$ cat config.mk
export PLATFORM = sky130hd
export DESIGN_NAME = usb_bus_bridge
export DESIGN_NICKNAME = d
export VERILOG_FILES = /design/src/rtl/usb_bridge_pkg.sv /design/src/rtl/bridge_decode.sv /design/src/rtl/bridge_fifo_strobe.sv /design/src/rtl/bridge_rx_irq.sv /design/src/rtl/bridge_test_reg.sv /design/src/rtl/usb_bus_bridge.sv
export SDC_FILE = /design/constraint.sdc
export NUM_CORES = 1
export LEC_CHECK = 0
export ABC_AREA = 1
export BUFFER_PORTS_ARGS = -buffer_cell sky130_fd_sc_hd__buf_2
export CAP_MARGIN = 20
export CORE_ASPECT_RATIO = 0.9
export CORE_MARGIN = 1.5
export CORE_UTILIZATION = 43
export CTS_BUF_LIST = sky130_fd_sc_hd__clkbuf_4
export DETAILED_ROUTE_END_ITERATION = 8
export PLACE_DENSITY = 0.78
export SLEW_MARGIN = 20
export SYNTH_ARGS = -nofsm -noshare
export SYNTH_HDL_FRONTEND = slang
export SYNTH_SLANG_ARGS = --single-unit
$ cat constraint.sdc
create_clock -name clk_i -period 1.4 [get_ports clk_i]
set_input_delay 0.28 -clock clk_i [delete_from_list [all_inputs] [get_ports clk_i]]
set_output_delay 0.28 -clock clk_i [all_outputs]
set_load 0.02 [all_outputs]
$ cat src/rtl/usb_bridge_pkg.sv
package usb_bridge_pkg;
  localparam int unsigned ADDR_W = 7;
  localparam int unsigned DATA_W = 8;

  typedef enum logic [1:0] {
    TGT_NONE = 2'd0,
    TGT_USB  = 2'd1,
    TGT_STAT = 2'd2,
    TGT_TEST = 2'd3
  } tgt_e;

  localparam logic [ADDR_W-1:0] WORD_USB  = 7'd0;
  localparam logic [ADDR_W-1:0] WORD_STAT = 7'd1;
  localparam logic [ADDR_W-1:0] WORD_TEST = 7'd2;
endpackage

$ cat src/rtl/bridge_decode.sv
module bridge_decode
  import usb_bridge_pkg::*;
(
  input  logic [ADDR_W-1:0] addr_i,
  input  logic              cs_ni,
  input  logic              be0_ni,
  output logic              acc_o,
  output tgt_e              tgt_o
);
  assign acc_o = ~cs_ni & ~be0_ni;

  always_comb begin
    tgt_o = TGT_NONE;
    if (acc_o) begin
      unique case (addr_i)
        WORD_USB:  tgt_o = TGT_USB;
        WORD_STAT: tgt_o = TGT_STAT;
        WORD_TEST: tgt_o = TGT_TEST;
        default:   tgt_o = TGT_NONE;
      endcase
    end
  end
endmodule

$ cat src/rtl/bridge_fifo_strobe.sv
module bridge_fifo_strobe #(
  parameter int unsigned DW = 8
) (
  input  logic          usb_sel_i,
  input  logic          rd_ni,
  input  logic          wr_ni,
  input  logic [DW-1:0] wdata_i,
  output logic          fifo_rd_no,
  output logic          fifo_wr_no,
  output logic [DW-1:0] fifo_wdata_o,
  output logic          fifo_wdata_oe_o
);
  logic wr_act;
  // strobes pass straight through: no clock in the path
  assign fifo_rd_no      = ~(usb_sel_i & ~rd_ni);
  assign wr_act          = usb_sel_i & ~wr_ni;
  assign fifo_wr_no      = ~wr_act;
  assign fifo_wdata_oe_o = wr_act;
  assign fifo_wdata_o    = wr_act ? wdata_i : '0;
endmodule

$ cat src/rtl/bridge_rx_irq.sv
module bridge_rx_irq #(
  parameter int unsigned SYNC_STAGES = 2
) (
  input  logic clk_i,
  input  logic rst_ni,
  input  logic rxf_ni,
  output logic irq_o
);
  logic [SYNC_STAGES-1:0] sync_q;
  logic                   last_q;

  always_ff @(posedge clk_i or negedge rst_ni) begin
    if (!rst_ni) begin
      sync_q <= '1;
      last_q <= 1'b1;
    end else begin
      sync_q <= {sync_q[SYNC_STAGES-2:0], rxf_ni};
      last_q <= sync_q[SYNC_STAGES-1];
    end
  end

  // pulse while the synchronized flag is low and was high one cycle earlier
  assign irq_o = last_q & ~sync_q[SYNC_STAGES-1];
endmodule

$ cat src/rtl/bridge_test_reg.sv
module bridge_test_reg #(
  parameter int unsigned DW = 8
) (
  input  logic          clk_i,
  input  logic          rst_ni,
  input  logic          we_i,
  input  logic [DW-1:0] wdata_i,
  output logic [DW-1:0] q_o
);
  always_ff @(posedge clk_i or negedge rst_ni) begin
    if (!rst_ni)   q_o <= '0;
    else if (we_i) q_o <= wdata_i;
  end
endmodule

$ cat src/rtl/usb_bus_bridge.sv
module usb_bus_bridge
  import usb_bridge_pkg::*;
#(
  parameter int unsigned SYNC_STAGES = 2
) (
  input  logic              clk_i,
  input  logic              rst_ni,
  input  logic [ADDR_W-1:0] bus_addr_i,
  input  logic              bus_cs_ni,
  input  logic              bus_be0_ni,
  input  logic              bus_rd_ni,
  input  logic              bus_wr_ni,
  input  logic [DATA_W-1:0] bus_data_i,
  output logic [DATA_W-1:0] bus_data_o,
  output logic              bus_data_oe_o,
  output logic              fifo_rd_no,
  output logic              fifo_wr_no,
  input  logic [DATA_W-1:0] fifo_data_i,
  output logic [DATA_W-1:0] fifo_data_o,
  output logic              fifo_data_oe_o,
  input  logic              fifo_rxf_ni,
  input  logic              fifo_txe_ni,
  input  logic              rst_out_i,
  input  logic              vcc_out_i,
  input  logic              board_id_i,
  input  logic              sleep_i,
  output logic              irq_o
);
  logic              acc;
  tgt_e              tgt;
  logic [DATA_W-1:0] test_q;
  logic [DATA_W-1:0] stat_byte;
  logic              rd_act;

  bridge_decode i_decode (
    .addr_i (bus_addr_i),
    .cs_ni  (bus_cs_ni),
    .be0_ni (bus_be0_ni),
    .acc_o  (acc),
    .tgt_o  (tgt)
  );

  bridge_fifo_strobe #(.DW(DATA_W)) i_strobe (
    .usb_sel_i       (tgt == TGT_USB),
    .rd_ni           (bus_rd_ni),
    .wr_ni           (bus_wr_ni),
    .wdata_i         (bus_data_i),
    .fifo_rd_no      (fifo_rd_no),
    .fifo_wr_no      (fifo_wr_no),
    .fifo_wdata_o    (fifo_data_o),
    .fifo_wdata_oe_o (fifo_data_oe_o)
  );

  // bus write strobe spans several clocks; each edge inside it reloads the same byte
  bridge_test_reg #(.DW(DATA_W)) i_test_reg (
    .clk_i   (clk_i),
    .rst_ni  (rst_ni),
    .we_i    ((tgt == TGT_TEST) & ~bus_wr_ni),
    .wdata_i (bus_data_i),
    .q_o     (test_q)
  );

  bridge_rx_irq #(.SYNC_STAGES(SYNC_STAGES)) i_rx_irq (
    .clk_i  (clk_i),
    .rst_ni (rst_ni),
    .rxf_ni (fifo_rxf_ni),
    .irq_o  (irq_o)
  );

  assign stat_byte = {rst_out_i, vcc_out_i, board_id_i, 2'b00,
                      sleep_i, fifo_rxf_ni, fifo_txe_ni};

  assign rd_act        = acc & ~bus_rd_ni;
  assign bus_data_oe_o = rd_act;

  always_comb begin
    bus_data_o = '0;
    if (rd_act) begin
      unique case (tgt)
        TGT_USB:  bus_data_o = fifo_data_i;
        TGT_STAT: bus_data_o = stat_byte;
        TGT_TEST: bus_data_o = test_q;
        default:  bus_data_o = '0;
      endcase
    end
  end
endmodule

* Word level (Yosys, flattened, before mapping)
Index checks and enable logic that the tools add are counted.
Widths: inputs -> output; s select.
** Operators by class
- Add/subtract/negate cells :: 0
- Multipliers :: 0
- Div/mod/pow operators :: 0
- Magnitude comparators :: 0
- Eq/ne operators :: 5
- Shift operators :: 0
- Multiplexer cells :: 5
- Bitwise operators :: 13
- Reduce and logical (&&, ||, !) cells :: 1
** Operator list (count)
- $pmux 8 s3 :: 1
- $mux 8 :: 2
- $eq 7x1->1 const B :: 1
- $eq 7x2->1 const B :: 1
- $logic_not 7->1 :: 1
- $not 1->1 :: 7
- $and 1x1->1 :: 6
- $pmux 2 s3 :: 1
- $eq 2x2->1 const B :: 2
- $eq 2x1->1 const B :: 1
- $mux 2 :: 1
** Word-level totals
- Register bits :: 11
- Bits in latches :: 0
- Bits in writable memories :: 0
- ROM bits :: 0
- Input port bits :: 35
- Output and inout port bits :: 21
- Logic and storage cells :: 27
- Memories kept :: 0

* Depth between registers and ports, before layout
Gate-level depths: netlist of the first run.
- Depth in word-level cells :: 6
- Depth in mapped cells :: 8
- Depth with buffers taken out :: 7

* Modules after synthesis
Synthesis of the first run repeated with hierarchy kept, for this count alone.
** Unflattened totals
- Cell total of the unflattened synthesis :: 126
- Area total of the unflattened synthesis :: 779.5 um2
** By module, submodules not included
- bridge_test_reg :: instances 1, cells each 34, area an instance 305.3 um2, sequential area each 200.2 um2
- usb_bus_bridge :: instances 1, cells each 53, area an instance 245.2 um2, sequential area each 0.0 um2
- bridge_rx_irq :: instances 1, cells each 5, area an instance 88.8 um2, sequential area each 78.8 um2
- bridge_fifo_strobe :: instances 1, cells each 21, area an instance 86.3 um2, sequential area each 0.0 um2
- bridge_decode :: instances 1, cells each 13, area an instance 53.8 um2, sequential area each 0.0 um2

* Worst setup path after synthesis of the first run
OpenSTA, ideal clock, no wires.
- Kind :: input-to-output
- Start :: in bus_be0_ni
- End :: out fifo_data_o[0]
- Data arrival time :: 1.241 ns
- Required time :: 1.120 ns
- Setup slack :: -0.121 ns
- Stages on the path :: 5
- Path buffers :: 0
- Cells stage by stage :: nor2_4 -> nand2_4 -> nor3_4 -> nand2_2 -> nor2_1
** On the way
- Word-level cells in the longest chain between the ends :: 6
** RTL lines
- from (decl) :: line usb_bus_bridge.sv:10 : input logic bus_be0_ni,
- $not 1->1 :: line bridge_decode.sv:10 : assign acc_o = ~cs_ni & ~be0_ni;
- $and 1x1->1 :: line bridge_decode.sv:10
- $mux 2 :: line bridge_decode.sv:14 : if (acc_o) begin
- $eq 2x1->1 :: line usb_bus_bridge.sv:44 : .usb_sel_i (tgt == TGT_USB),
- $and 1x1->1 :: line bridge_fifo_strobe.sv:16 : assign wr_act = usb_sel_i & ~wr_ni;
- $mux 8 :: line bridge_fifo_strobe.sv:19 : assign fifo_wdata_o = wr_act ? wdata_i : '0;
- to (decl) :: line usb_bus_bridge.sv:19 : output logic [DATA_W-1:0] fifo_data_o,
No other way between the ends.

* Worst setup path after layout of the first run
- Start :: in bus_addr_i[0]
- End :: out bus_data_o[2]
** On the way
- Word-level cells in the longest chain between the ends :: 6
- Elaborated cells between the ends (all ways) :: 10
- Those cells by class :: 5 x eq/ne; 4 x mux; 1 x reduce/logical
** RTL lines
- from (decl) :: line usb_bus_bridge.sv:8 : input logic [ADDR_W-1:0] bus_addr_i,
- $eq 7x2->1 (tied with other cells) :: line bridge_decode.sv:15 : unique case (addr_i)
- $pmux 2 s3 * :: line bridge_decode.sv:15
- $mux 2 * :: line bridge_decode.sv:14
- $eq 2x2->1 or $eq 2x1->1 (tied branches) :: line usb_bus_bridge.sv:79 : unique case (tgt)
- $pmux 8 s3 * :: line usb_bus_bridge.sv:79
- $mux 8 * :: line usb_bus_bridge.sv:78 : if (rd_act) begin
- to (decl) :: line usb_bus_bridge.sv:14 : output logic [DATA_W-1:0] bus_data_o,
Every way passes the cells marked *; elsewhere a longest branch is shown, timed or not.

==> flow_metrics.py, run 1 <==
metrics = {
    "status": {
        "outcome": "finished with violations",
        "failing_checks": "negative setup slack",
    },
    "critical_path": {
        "worst_r2r_endpoint": "i_test_reg.q_o[3]$_DFFE_PN0P_",
        "worstPathRequired_ns": 1.12,
        "cp_data_arrival_time_ns": 1.40,
        "cp_max_fo": 7,
        "critical_path.endpoint_type": "primary output",
        "startpoint_type": "primary input",
        "r2r_start": "i_test_reg.q_o[3]$_DFFE_PN0P_",
        "critical_path_class": "primary input to primary output",
        "r2r_cells": 2,
        "reg2reg_slack_ns": 0.74,
    },
    "placement": {
        "pre_cts_ws_ns": -0.302,
        "place.gp.congestion": 0.705,
        "hpwlAfterDp_mm": 1.80,
        "placement.io_buffers": 55,
        "detailed_place.area_mm2": 0.00127,
    },
    "logic_synthesis": {
        "postSynthNetCount": 152,
        "yosysWarningCount": 0,
        "sequential_cell_area_fraction_in_the_yosys_report_pct": 31.8,
        "syn-mean-instance-area_um2": 7.50,
        "syn_inst": 117,
        "yosys_register_bits": 11,
        "synthTopCellsByArea": "dfrtp_1, nand3_1, inv_1",
        "post-synth-top-area-cell": "dfrtp_1",
        "synthDistinctLibCells": 21,
        "share_of_yosys_cell_area_claimed_by_the_top_area_cell_type_pct": 22.8,
        "mappedNetlistArea_um2": 877,
    },
    "die": {
        "initial_utilization_pct": 45.8,
        "design.die.area_mm2": 0.00232,
        "pin_count": 56,
        "die_height_um": 45.8,
        "fp-row-count": 15,
        "fp.dieW_um": 50.6,
        "fp.coreArea_mm2": 0.00191,
    },
    "sta": {
        "period_needed_ns": 1.68,
        "max-slew-margin-rel_pct": 72.3,
        "final.period_utilization_pct": 120,
        "setup-violations-final": 27,
        "setup_slack_ns": -0.278,
        "fin_worst_hold_slack_ns": 0.131,
        "setup_repair_after_global_routing_missed_its_margin": "yes",
        "worstMarginPinSlew_ns": 0.416,
        "pins_over_slew_limit": 0,
        "max_freq_mhz": 596,
        "final.setup_skew_ns": 0.000269,
        "hold_viol": 0,
    },
    "clock_network": {
        "cts-root-to-sink-buffers": 2,
        "cts.sink_count": 11,
        "htreeDepth": 1,
        "insertion_delay_ns": 0.27,
        "clk_root_buffer_cell": "clkbuf_4",
        "tritoncts": "yes",
        "numCtsBuffers": 3,
        "clk_transition_reported_paths_ns": 0.08,
    },
    "global_route": {
        "initial_antenna_violation_count": 0,
        "largest_net_degree_at_the_start_of_global_routing": 17,
        "grt_util_all_layers_pct": 23.4,
        "grt_pass1_vias": 966,
        "overflow": 0,
        "grt_pass1_wl_mm": 4.06,
    },
    "detailed_routing": {
        "viasPerCell": 5.16,
        "antenna_violating_nets_post_route": 0,
        "wl_per_cell_um": 14.0,
        "routed_wl_mm": 2.92,
        "starting_drc_count_in_detailed_routing": 21,
        "detail_route.drc_violations": 0,
        "total_via_count_in_the_routed_design": 1079,
        "drt_pre_antenna_iters": 4,
    },
    "worst_hold_path": {
        "timing.hold.worst_endpoint": "i_rx_irq.sync_q[0]$_DFF_PN1_",
        "whs_path_depth": 1,
        "hold_path_class": "primary input to flop",
        "timing.hold.worst.start": "fifo_rxf_ni",
    },
    "flow_run": {
        "max_cap_viol_count": 0,
    },
    "power": {
        "p_leak_nw": 0.833,
        "vdd.ir_drop.worst_mv": 0.468,
        "report.power.total_mw": 0.731,
        "powerDensity_mw_per_mm2": 460,
    },
    "final_layout": {
        "most-common-layout-cells": "buf_2, inv_1, nand3_1",
        "num_antenna_cells": 0,
        "mostFrequentLayoutCell": "buf_2",
        "postLayoutCellArea_mm2": 0.00159,
        "share_of_layout_cells_above_drive_strength_1_pct": 63.0,
        "area_growth_syn_to_layout_pct": 81.2,
        "num-nets-final": 220,
    },
}
==> sequential cells by signal, summed over array words and instances (netlist names) <==
signal,flops
i_test_reg.q_o,8
i_rx_irq.sync_q,2
i_rx_irq.last_q,1
==> routing by layer <==
metal	track usage, %	vias up	share of wire [%]
li1	-	516	-
met2	44.2	66	54
met4	9.73	0	2.0
met5	0	-	0
met3	2.63	6	7.0
met1	27.4	491	37
==> layout make-up <==
type,instances,area (um2)
Clock buffer,3,22.5
Tap cell,25,31.3
Multi-Input combinational cell,81,656
Timing Repair Buffer,65,504
Fill cell,121,325
Clock inverter,1,5.00
Sequential cell,11,279
Inverter,23,91.3
==> where the power goes <==
part | internal (mW) | switching, mW | leakage (nW) | total [mW]
sequential | 0.332 | 0.00582 | 0.143 | 0.337
clock | 0.106 | 0.111 | 0.0177 | 0.216
combinational | 0.0734 | 0.104 | 0.672 | 0.177
total | 0.511 | 0.220 | 0.833 | 0.731
==> through the flow <==
| stage | setup TNS, ns | util, % | cells |
|---|---|---|---|
| 3_5_place_dp | -4.96 | 66.1 | 197 |
| 2_1_floorplan | -0.310 | - | 117 |
| 6_report | -4.49 | 83.0 | 209 |
| 4_1_cts | -3.53 | 76.3 | 204 |
| 3_3_place_gp | -4.37 | 66.1 | 197 |
| 5_1_grt | -5.65 | 83.0 | 209 |
==> cells by family after synthesis <==
| kind of cell | synth area share [%] |
|---|---|
| flops | 31.8 |
| buf+inv | 13.8 |
| simple gates | 44.7 |
| compound gates | 9.70 |
==> cell usage after synthesis <==
cell	number
inv_1	22
nand3_1	20
nand2_1	17
nor2_1	11
dfrtp_1	8
o21ai_2	8
nand4_1	6
nand2_2	4
dfstp_2	3
nor2_2	3
a21oi_1	2
buf_6	2
nand3_4	2
nor2_4	2
buf_2	1
buf_4	1
inv_2	1
nand2_4	1
nor2_8	1
nor3_4	1
o21ai_0	1
==> critical path, cell delays in order <==
cell	delay, ns
buf_2	0.12
inv_2	0.09
nand3_4	0.12
buf_4	0.16
nor2_4	0.16
nand3_1	0.11
nand3_1	0.11
nand2_1	0.06
inv_1	0.05
buf_4	0.13
==> repair_timing <==
item | 4_1_cts | 5_1_grt
gates cloned | 1 | 1
setup buffers | 1 | 4
hold endpoints to repair | 8 | 0
pin swaps | 5 | 9
setup endpoints to repair | 19 | 19
hold buffers | 1 | 0
gates resized for setup | 38 | 21
==> how the worst max path moves through the flow <==
stage	end	cells past startpoint	slack, ns	startpoint
6_report	bus_data_o[2]	10	-0.28	bus_addr_i[0]
5_1_grt	bus_data_o[5]	10	-0.34	bus_addr_i[0]
4_1_cts	fifo_data_o[3]	8	-0.22	bus_cs_ni
3_5_place_dp	fifo_data_o[4]	7	-0.30	bus_be0_ni
3_3_place_gp	fifo_data_o[4]	7	-0.26	bus_be0_ni
2_1_floorplan	fifo_data_o[0]	5	-0.04	bus_be0_ni
Note: power is estimated with default switching activity, not from simulation.
==> run 2: changes to the inputs <==
CORE_UTILIZATION = 30   (was 43)
PLACE_DENSITY = 0.57   (was 0.78)
==> run 2 against run 1 <==
Against the previous run: the flow still finishes with violations (negative setup slack); register-to-register slack hardly changed; global-route usage is 7.1 points lower; die area is 40% higher; design area is 6.5% higher; worst hold slack better by 0.0016 ns; count of clock-buffer cells in the layout is 1 higher; sequential share of layout area is 1.1 points lower; via count is 6.5% lower; setup slack better by 0.031 ns; critical endpoint is now fifo_data_o[5]; largest cell class unchanged.
==> flow_metrics.py, run 2 (synthesized netlist as in run 1, its figures left out) <==
metrics = {
    "die": {
        "design.die.area_mm2": 0.00326,
        "initial_utilization_pct": 31.7,
        "pin_count": 56,
        "fp-row-count": 18,
        "fp.coreArea_mm2": 0.00277,
        "fp.dieW_um": 60.0,
        "die_height_um": 54.3,
    },
    "final_layout": {
        "layout.area.seq_um2": 279,
        "count_of_filler_cells_inserted_in_the_layout": 273,
        "largest_reg_flops": 8,
        "largest-register": "i_test_reg.q_o",
        "area_taken_by_multi_input_logic_gates_um2": 733,
        "postLayoutCellArea_mm2": 0.00169,
        "most-common-layout-cells": "buf_2, buf_6, inv_1",
        "post_layout_nonfiller_instances": 225,
        "biggestRegsByFlops": "i_test_reg.q_o x8, i_rx_irq.sync_q x2, i_rx_irq.last_q x1",
        "share_of_layout_cells_above_drive_strength_1_pct": 71.4,
        "mostFrequentLayoutCell": "buf_2",
        "utilization_pct": 61.1,
        "area_growth_syn_to_layout_pct": 92.9,
        "num-nets-final": 221,
        "num_antenna_cells": 0,
    },
    "sta": {
        "final.period_utilization_pct": 118,
        "tns_ns": -3.94,
        "max-slew-margin-rel_pct": 72.9,
        "pins_over_slew_limit": 0,
        "period_needed_ns": 1.65,
        "fin_worst_hold_slack_ns": 0.133,
        "max_freq_mhz": 607,
        "setup_slack_ns": -0.248,
        "setup_repair_after_global_routing_missed_its_margin": "yes",
        "final.setup_skew_ns": 0.000582,
        "worstMarginPinSlew_ns": 0.406,
        "hold_viol": 0,
        "setup-violations-final": 19,
    },
    "global_route": {
        "initial_antenna_violation_count": 0,
        "grt_pass1_wl_mm": 4.04,
        "global_routing_met1_resource_utilization_pct": 20.9,
        "grt_util_all_layers_pct": 16.3,
        "largest_net_degree_at_the_start_of_global_routing": 17,
        "grt_met2_use_pct": 28.8,
        "grt_pass1_vias": 984,
        "gr-max-usage-layer": "met2",
        "overflow": 0,
        "grtUsageMet3_pct": 1.65,
    },
    "detailed_routing": {
        "viasPerCell": 4.48,
        "total_via_count_in_the_routed_design": 1009,
        "routed_wl_mm": 2.53,
        "starting_drc_count_in_detailed_routing": 36,
        "antenna_violating_nets_post_route": 0,
        "detail_route.drc_violations": 0,
        "drt_pre_antenna_iters": 4,
        "wl_per_cell_um": 11.2,
    },
    "worst_hold_path": {
        "hold_path_class": "primary input to flop",
    },
    "flow_run": {
        "max_cap_viol_count": 0,
    },
    "critical_path": {
        "cp_cell_sequence": "buf_6, nor2_4, nand2_4, nor3_4, buf_6, nand2_8, nor2_4, buf_6",
        "critical_path.top_delay_family": "simple AND/OR/NAND/NOR gates",
        "startpoint_type": "primary input",
        "cp_max_fo": 5,
        "critical_path.endpoint_type": "primary output",
        "cp_data_arrival_time_ns": 1.37,
        "path_buf_inv": 3,
        "worstPathRequired_ns": 1.12,
        "critPathSlowestCell": "nor3_4",
        "timing.critical_path.slowest_cell_delay_ns": 0.19,
        "path_common_cell": "buf_6",
        "critical_path_class": "primary input to primary output",
    },
    "placement": {
        "place.gp.congestion": 0.699,
        "hpwlAfterDp_mm": 1.82,
        "pre_cts_ws_ns": -0.316,
        "place.detailed.instances": 213,
        "placement.io_buffers": 55,
        "detailed_place.area_mm2": 0.00129,
    },
    "power": {
        "p_leak_nw": 0.882,
        "vdd.ir_drop.worst_mv": 0.394,
        "powerDensity_mw_per_mm2": 440,
        "report.power.total_mw": 0.744,
    },
    "clock_network": {
        "cts.sink_count": 11,
        "cts-root-to-sink-buffers": 2,
        "htreeDepth": 1,
        "clk_transition_reported_paths_ns": 0.07,
        "clk_root_buffer_cell": "clkbuf_4",
        "numCtsBuffers": 3,
        "insertion_delay_ns": 0.26,
        "tritoncts": "yes",
    },
    "status": {
        "failing_checks": "negative setup slack",
        "outcome": "finished with violations",
    },
}
[run 2: metal layers]
layer	part of all wire [%]	vias up	wire (um)
met3	6.6	2	167
met5	0	-	0
met1	43	453	1100
met2	50	40	1260
li1	-	514	-
met4	0.20	0	5
[run 2: repair_timing]
action                     4_1_cts  5_1_grt
pin swaps                       27        4
resized for setup               66        9
gates cloned                     2        0
hold endpoints to repair         8        0
setup buffers                    4        1
setup endpoints to repair       19       21
hold buffers                     1        0
[run 2: worst paths after layout]
| kind | depth (start not counted) | end | slack, ns | start |
|---|---|---|---|---|
| max in group asynchronous | 2 | i_rx_irq.last_q$_DFF_PN1_ | 0.74 | rst_ni |
| min | 1 | i_rx_irq.sync_q[0]$_DFF_PN1_ | 0.13 | fifo_rxf_ni |
| max reg2reg | 2 | i_test_reg.q_o[6]$_DFFE_PN0P_ | 0.74 | i_test_reg.q_o[6]$_DFFE_PN0P_ |
| min reg2reg | 0 | i_rx_irq.sync_q[1]$_DFF_PN1_ | 0.36 | i_rx_irq.sync_q[0]$_DFF_PN1_ |
| max | 8 | fifo_data_o[5] | -0.25 | bus_cs_ni |
| min in group asynchronous | 2 | i_test_reg.q_o[5]$_DFFE_PN0P_ | 0.40 | rst_ni |
[run 2: final cells by class]
cell class / count / area share, %
clock buffer: 4 / 1.78
tap: 40 / 2.96
timing repair buffer: 66 / 30.2
multi-input combinational: 81 / 43.3
inverter: 23 / 5.25
sequential: 11 / 16.5
[run 2: power by group]
part | internal [mW] | switching (mW) | total (mW)
Clock | 0.130 | 0.102 | 0.231
Sequential | 0.332 | 0.00638 | 0.338
Combinational | 0.0731 | 0.102 | 0.175
